[config.mk]
export PLATFORM = sky130hd
export DESIGN_NAME = digit_bus_updater
export DESIGN_NICKNAME = d
export VERILOG_FILES = /design/src/rtl/digit_bus_pkg.sv /design/src/rtl/digit_bus_phase.sv /design/src/rtl/digit_bus_flash.sv /design/src/rtl/digit_bus_walker.sv /design/src/rtl/digit_bus_updater.sv
export SDC_FILE = /design/constraint.sdc
export NUM_CORES = 1
export LEC_CHECK = 0
export BUFFER_PORTS_ARGS = -buffer_cell sky130_fd_sc_hd__clkbuf_2
export CAP_MARGIN = 25
export CORE_UTILIZATION = 45
export DETAILED_ROUTE_END_ITERATION = 12
export PLACE_DENSITY = 0.63
export SLEW_MARGIN = 0
export SYNTH_ARGS = -nofsm -noshare
export SYNTH_HDL_FRONTEND = slang
export SYNTH_SLANG_ARGS = --single-unit
[constraint.sdc]
create_clock -name clk -period 2.3 [get_ports clk]
set_input_delay 0.345 -clock clk [delete_from_list [all_inputs] [get_ports clk]]
set_output_delay 0.345 -clock clk [all_outputs]
set_load 0.01 [all_outputs]
[src/rtl/digit_bus_pkg.sv]
package digit_bus_pkg;

  typedef enum logic [1:0] {
    WALK_FLUSH = 2'd0,
    WALK_ALL   = 2'd1,
    WALK_ONE   = 2'd2
  } walk_kind_e;

  typedef enum logic [2:0] {
    SEQ_FLUSH      = 3'd0,
    SEQ_FLUSH_WAIT = 3'd1,
    SEQ_HOLD       = 3'd2,
    SEQ_INIT       = 3'd3,
    SEQ_INIT_WAIT  = 3'd4,
    SEQ_RUN        = 3'd5
  } seq_state_e;

  // number of shift steps in one walk of the given kind
  function automatic int unsigned walk_steps(walk_kind_e kind, int unsigned sel_w);
    return (kind == WALK_FLUSH) ? sel_w : sel_w + 1;
  endfunction

  // serial bit shifted at a given step: a single 0 opens the first latch
  function automatic logic select_bit(walk_kind_e kind, int unsigned step);
    return !((kind != WALK_FLUSH) && (step == 0));
  endfunction

  function automatic int unsigned next_index(int unsigned idx, int unsigned count);
    return (idx + 1 == count) ? 0 : idx + 1;
  endfunction

endpackage

[src/rtl/digit_bus_phase.sv]
module digit_bus_phase #(
  parameter int HALF = 4
) (
  input  logic clk,
  input  logic rst_n,
  input  logic run,
  output logic at_load,
  output logic at_rise,
  output logic at_post,
  output logic at_last
);
  localparam int PERIOD = 2 * HALF;
  localparam int PW     = $clog2(PERIOD);

  logic [PW-1:0] ph_q;

  always_ff @(posedge clk or negedge rst_n) begin
    if (!rst_n)                                ph_q <= '0;
    else if (!run || ph_q == PW'(PERIOD - 1))  ph_q <= '0;
    else                                       ph_q <= ph_q + 1'b1;
  end

  assign at_load = run && (ph_q == '0);
  assign at_rise = run && (ph_q == PW'(HALF - 1));
  assign at_post = run && (ph_q == PW'(HALF));
  assign at_last = run && (ph_q == PW'(PERIOD - 1));

endmodule

[src/rtl/digit_bus_flash.sv]
module digit_bus_flash #(
  parameter int unsigned FLASH_CYCLES = 100_000_000
) (
  input  logic clk,
  input  logic rst_n,
  output logic released
);
  localparam int CW = $clog2(FLASH_CYCLES + 1);

  logic [CW-1:0] cnt_q;

  always_ff @(posedge clk or negedge rst_n) begin
    if (!rst_n) begin
      cnt_q    <= '0;
      released <= 1'b0;
    end else if (!released) begin
      if (cnt_q == CW'(FLASH_CYCLES - 1)) released <= 1'b1;
      else                                cnt_q    <= cnt_q + 1'b1;
    end
  end

endmodule

[src/rtl/digit_bus_walker.sv]
module digit_bus_walker
  import digit_bus_pkg::*;
#(
  parameter int ND   = 6,
  parameter int SELW = 8,
  parameter int BW   = 4,
  parameter int HALF = 4,
  parameter int IW   = 3
) (
  input  logic             clk,
  input  logic             rst_n,
  input  logic             start,
  input  walk_kind_e       kind,
  input  logic [IW-1:0]    target,
  input  logic [ND*BW-1:0] digits,
  output logic             busy,
  output logic             done,
  output logic             bus_load,
  output logic             sel_clk,
  output logic             sel_data,
  output logic [BW-1:0]    bus
);
  localparam int SW = $clog2(SELW + 2);

  logic [SW-1:0] step_q;
  walk_kind_e    kind_q;
  logic [IW-1:0] tgt_q;
  logic [BW-1:0] shadow_q [ND];
  logic          at_load, at_rise, at_post, at_last;
  logic [BW-1:0] fresh, held, load_val;
  logic          in_range, last_step;

  digit_bus_phase #(.HALF(HALF)) u_phase (
    .clk    (clk),
    .rst_n  (rst_n),
    .run    (busy),
    .at_load(at_load),
    .at_rise(at_rise),
    .at_post(at_post),
    .at_last(at_last)
  );

  always_comb begin
    fresh = '0;
    held  = '0;
    for (int d = 0; d < ND; d++) begin
      if (32'(step_q) == 32'(d)) begin
        fresh = digits[d*BW +: BW];
        held  = shadow_q[d];
      end
    end
  end

  assign in_range  = 32'(step_q) < 32'(ND);
  assign load_val  = (kind_q == WALK_ALL || 32'(tgt_q) == 32'(step_q)) ? fresh : held;
  assign bus_load  = at_post && (kind_q != WALK_FLUSH) && in_range;
  assign last_step = 32'(step_q) == walk_steps(kind_q, 32'(SELW)) - 1;
  assign done      = at_last && last_step;

  always_ff @(posedge clk or negedge rst_n) begin
    if (!rst_n) begin
      busy     <= 1'b0;
      kind_q   <= WALK_FLUSH;
      tgt_q    <= '0;
      step_q   <= '0;
      sel_clk  <= 1'b0;
      sel_data <= 1'b1;
      bus      <= '0;
    end else begin
      if (start && !busy) begin
        busy   <= 1'b1;
        kind_q <= kind;
        tgt_q  <= target;
        step_q <= '0;
      end
      if (at_load)  sel_data <= select_bit(kind_q, 32'(step_q));
      if (at_rise)  sel_clk  <= 1'b1;
      if (at_last)  sel_clk  <= 1'b0;
      if (bus_load) bus      <= load_val;
      if (at_last) begin
        if (last_step) busy   <= 1'b0;
        else           step_q <= step_q + 1'b1;
      end
    end
  end

  always_ff @(posedge clk or negedge rst_n) begin
    if (!rst_n) begin
      for (int d = 0; d < ND; d++) shadow_q[d] <= '0;
    end else if (bus_load) begin
      for (int d = 0; d < ND; d++)
        if (32'(step_q) == 32'(d)) shadow_q[d] <= load_val;
    end
  end

endmodule

[src/rtl/digit_bus_updater.sv]
module digit_bus_updater
  import digit_bus_pkg::*;
#(
  parameter int          NUM_DIGITS   = 6,
  parameter int          SEL_WIDTH    = 8,
  parameter int          BCD_WIDTH    = 4,
  parameter int          SCLK_HALF    = 4,
  parameter int unsigned FLASH_CYCLES = 100_000_000
) (
  input  logic                            clk,
  input  logic                            rst_n,
  input  logic                            tick,
  input  logic [NUM_DIGITS*BCD_WIDTH-1:0] digits_in,
  output logic [BCD_WIDTH-1:0]            bcd_bus,
  output logic                            sel_data,
  output logic                            sel_clk,
  output logic                            lamp_test_n
);
  localparam int IW = (NUM_DIGITS > 1) ? $clog2(NUM_DIGITS) : 1;

  seq_state_e    state_q;
  logic [IW-1:0] idx_q;
  logic          pend_q;
  logic          walk_start, walk_busy, walk_done, bus_load, flash_over;
  walk_kind_e    walk_kind;

  digit_bus_flash #(.FLASH_CYCLES(FLASH_CYCLES)) u_flash (
    .clk     (clk),
    .rst_n   (rst_n),
    .released(flash_over)
  );

  assign lamp_test_n = flash_over;

  always_comb begin
    walk_start = 1'b0;
    walk_kind  = WALK_ONE;
    unique case (state_q)
      SEQ_FLUSH: begin walk_start = 1'b1; walk_kind = WALK_FLUSH; end
      SEQ_INIT:  begin walk_start = 1'b1; walk_kind = WALK_ALL;   end
      SEQ_RUN:   walk_start = pend_q && !walk_busy;
      default:   walk_start = 1'b0;
    endcase
  end

  always_ff @(posedge clk or negedge rst_n) begin
    if (!rst_n) begin
      state_q <= SEQ_FLUSH;
      idx_q   <= '0;
      pend_q  <= 1'b0;
    end else begin
      unique case (state_q)
        SEQ_FLUSH:      state_q <= SEQ_FLUSH_WAIT;
        SEQ_FLUSH_WAIT: if (walk_done)  state_q <= SEQ_HOLD;
        SEQ_HOLD:       if (flash_over) state_q <= SEQ_INIT;
        SEQ_INIT:       state_q <= SEQ_INIT_WAIT;
        SEQ_INIT_WAIT:  if (walk_done)  state_q <= SEQ_RUN;
        SEQ_RUN: begin
          if (walk_start) begin
            idx_q  <= IW'(next_index(32'(idx_q), 32'(NUM_DIGITS)));
            pend_q <= tick;
          end else if (tick) begin
            pend_q <= 1'b1;
          end
        end
        default:        state_q <= SEQ_FLUSH;
      endcase
    end
  end

  digit_bus_walker #(
    .ND  (NUM_DIGITS),
    .SELW(SEL_WIDTH),
    .BW  (BCD_WIDTH),
    .HALF(SCLK_HALF),
    .IW  (IW)
  ) u_walker (
    .clk     (clk),
    .rst_n   (rst_n),
    .start   (walk_start),
    .kind    (walk_kind),
    .target  (idx_q),
    .digits  (digits_in),
    .busy    (walk_busy),
    .done    (walk_done),
    .bus_load(bus_load),
    .sel_clk (sel_clk),
    .sel_data(sel_data),
    .bus     (bcd_bus)
  );

endmodule

==> results.sh <==
export IMPL_crit_chain="inv_1 -> ha_1 -> buf_4 -> a21oi_1 -> o2bb2ai_1 -> a221o_1 -> o22ai_2 -> o21ai_0"
export IMPL_overflow=0
export IMPL_clkTransAtPathRegs_ns=0.09
export IMPL_cts_sinks=78
export IMPL_postRouteAntennaNets=0
export IMPL_drc=0
export IMPL_max_freq_ghz=0.462
export IMPL_clock_root_buffer="clkbuf_8"
export IMPL_critPathBufInv=2
export IMPL_viasPerCell=5.37
export IMPL_crit_type="reg -> reg"
export IMPL_cp_required_ns=2.53
export IMPL_synthSimpleGateAreaFrac=0.204
export IMPL_finClkSkew_ns=0.0143
export IMPL_wl_per_cell_um=15.3
export IMPL_synth_area_um2=4290
export IMPL_grt_met3_usage=0.0288
export IMPL_end_kind="flop"
export IMPL_drv_slew=0
export IMPL_synthFlopType="dfrtp_1"
export IMPL_drt_wl_total_um=9400
export IMPL_synth_cell_types=58
export IMPL_cts_buffer_depth=2
export IMPL_clkLatencyLatePin_ns=0.36
export IMPL_crit_arrival_ns=2.40
export IMPL_yosys_warnings=0
export IMPL_synth_compound_area_frac=0.133
export IMPL_diodes=0
export IMPL_grt_pass1_wl_um=15900
export IMPL_grt_antenna_before_repair=0
export IMPL_synthesis_instances=434
export IMPL_post_cts_buffers=0
export IMPL_rsz0062_at_grt="true"
export IMPL_finalCritPeriodShare=0.942
export IMPL_dp_cells=598
export IMPL_crit_fanout=8
export IMPL_io_pins=34
export IMPL_setup_viol=0
export IMPL_start_util=0.464
export IMPL_drive_gt1_frac=0.198
export IMPL_synthMuxAreaShare=0.0723
export IMPL_reg2reg_from="u_walker.step_q[0]"
export IMPL_hold_path_class="in -> reg"
export IMPL_peakVddDrop_v=0.000293
export IMPL_cts_tree="done"
export IMPL_r2r_cells=8
export IMPL_hpwl_um=6670
export IMPL_first_iter_violations=129
export IMPL_synth_edf_count=0
export IMPL_gp_congestion=0.803
export IMPL_grt_usage=0.207
export IMPL_cp_depth=8
export IMPL_cp_endpoint="u_walker.bus[2]"
export IMPL_critPathTopFamily="compound AO/OA/AOI/OAI gates"
export IMPL_synth_top_family_by_area="simple AND/OR/NAND/NOR gates"
export IMPL_crit_slowest_cell="dfrtp_1"
export IMPL_grt_busiest_layer="met2"
export IMPL_rr_endpoint="u_walker.bus[2]"
export IMPL_max_slew_margin=0.628
export IMPL_synth_async_reset_ratio=1.00
export IMPL_synthToLayoutAreaGrowth_pct=15.7
export IMPL_htreeDepth=3
export IMPL_fp_dieW_um=99.6
export IMPL_grt_use_met1=0.278
export IMPL_powerDensity_nw_per_um2=517
export IMPL_grt_pass1_vias=3281
export IMPL_grt_max_degree=35
export IMPL_dr_pass1_iters=4
export IMPL_yosysSeqAreaShare=0.455
export IMPL_yosysTopAreaCell="dfrtp_1"
export IMPL_rows=35
export IMPL_post_route_min_period_ns=2.17
export IMPL_grt_met2_usage=0.334
export IMPL_finalHoldViolCount=0
export IMPL_vias=3303
export IMPL_syn_avg_cell_area_um2=9.89
export IMPL_port_buffers=33
export IMPL_tightest_slew_ns=0.557
export IMPL_fin_nets=519
export IMPL_numCtsBuffers=9
export IMPL_die_h_um=99.6
export IMPL_core_area_um2=9240
export IMPL_outcome="complete, no violations"
export IMPL_critPathLaunchType="flop"
export IMPL_maxCapViolCount=0
export IMPL_r2r_setup_slack_ns=0.13
export IMPL_postLayoutCoreUtil=0.537
export IMPL_synthAdderAreaFrac=0.0321
export IMPL_crit_path_max_incr_delay_ns=0.45
export IMPL_synth_nets=472
export IMPL_fp_dieArea_um2=9930
export IMPL_synth_xor_area_frac=0.0592
export IMPL_synth_top_area_frac=0.449
export IMPL_synth_top_cells_by_area="dfrtp_1 (45%), mux2i_1 (5.1%), nand2_1 (3.8%)"
export IMPL_startpoint="u_walker.step_q[0]"
export IMPL_final_cells=615
export IMPL_ys_ff_latch=78
export IMPL_p_leak_nw=2.30
metrics by stage:
step	cell area (µm²)	hold slack [ns]	total power, W	setup WS [ns]	TNS, ns
2_1_floorplan	4290	0.0494	0.00140	0.288	0
6_report	4960	0.207	0.00257	0.134	0
3_5_place_dp	4700	0.338	0.00146	-0.0899	-0.284
3_3_place_gp	4700	0.330	0.00146	0.0646	0
5_1_grt	4960	0.199	0.00266	-0.0211	-0.0480
4_1_cts	4960	0.197	0.00260	0.0198	0
how the worst min path moves through the flow:
stage | from | endpoint | slack (ns) | depth (start not counted)
after CTS | tick | pend_q | 0.20 | 2
after floorplan | rst_n | idx_q[0] | 0.05 | 0
final | tick | pend_q | 0.21 | 2
after global placement | rst_n | u_walker.kind_q[0] | 0.33 | 1
after global routing | tick | pend_q | 0.20 | 2
after detailed placement | rst_n | u_walker.kind_q[0] | 0.34 | 1
synthesized netlist by cell type, types with 2 or more instances:
| cell type | count |
|---|---|
| and3b_1 | 2 |
| and2_1 | 4 |
| clkbuf_1 | 9 |
| o21ai_0 | 25 |
| and3_1 | 3 |
| nor3_1 | 8 |
| buf_1 | 3 |
| nand2_1 | 44 |
| o22ai_1 | 5 |
| a21boi_0 | 5 |
| a21o_1 | 3 |
| ha_1 | 11 |
| a2bb2oi_1 | 4 |
| buf_2 | 5 |
| a21oi_1 | 21 |
| xor2_1 | 13 |
| a22o_1 | 3 |
| nand2b_1 | 9 |
| mux2i_1 | 22 |
| a221o_1 | 4 |
| nor2b_1 | 11 |
| nor2_1 | 26 |
| nand3b_1 | 6 |
| a31oi_1 | 2 |
| inv_1 | 31 |
| nor4_4 | 2 |
| nand4_1 | 5 |
| o31ai_1 | 4 |
| o2bb2ai_1 | 4 |
| dfrtp_1 | 77 |
| nor4_2 | 3 |
| nor4_1 | 3 |
| xnor2_1 | 16 |
| or3_1 | 2 |
| mux2_2 | 8 |
| nand3_1 | 9 |
power breakdown:
group | leakage, nW | total, W | switching (W) | internal, W
sequential | 0.925 | 0.00137 | 0 | 0.00137
combinational | 1.27 | 0.0000583 | 0.0000356 | 0.0000227
clock | 0.106 | 0.00114 | 0.000529 | 0.000610
layout make-up:
cell class	instances	area [µm²]
clock inverter	6	86.3
sequential	78	1950
inverter	31	116
timing repair buffer	53	333
clock buffer	10	128
fill	829	4280
multi-input combinational	308	2180
tap	129	161
registers in the layout, summed over array words and instances, names as in the netlist:
name and count:
u_walker.busy 1, u_walker.kind_q 2, u_walker.step_q 4, u_walker.u_phase.ph_q 3, u_walker.shadow_q 24, u_walker.bus 4, u_walker.tgt_q 3, u_walker.sel_clk 1
pend_q 1, u_walker.sel_data 1, u_flash.released 1, u_flash.cnt_q 27, idx_q 3, state_q 3
metal layers:
layer  vias up  share of wire
li1       1603              -
met1      1612           0.48
met2        73           0.47
met3        15          0.038
met4         0          0.017
met5         -              0
placed cells by master (no fill, tap or decap), types with 5 or more instances in the layout:
master	count
nand3b_1	6
nor3_1	8
clkbuf_2	32
mux2_2	8
nor2b_1	11
dfrtp_1	76
nand2_1	44
nand2b_1	9
clkbuf_8	9
xor2_1	13
nor2_1	26
xnor2_1	16
o21ai_0	25
nand3_1	9
inv_1	31
a21boi_0	5
nand4_1	5
a21oi_1	21
ha_1	11
mux2i_1	22
buf_4	19
kinds of logic after synthesis:
kind of cell | Yosys count
fa+ha+maj | 11
mux | 30
compound gates | 87
flops | 78
xor+xnor | 29
buf+inv | 48
simple gates | 151
what timing repair did:
action | in CTS | in global routing
endpoints found under the hold margin | 32 | 0
endpoints found under the setup margin | 18 | 9
pin swaps | 0 | 0
hold buffers | 1 | 0
gates cloned | 0 | 0
gates resized for setup | 4 | 2
(Power assumes the default switching activity.)
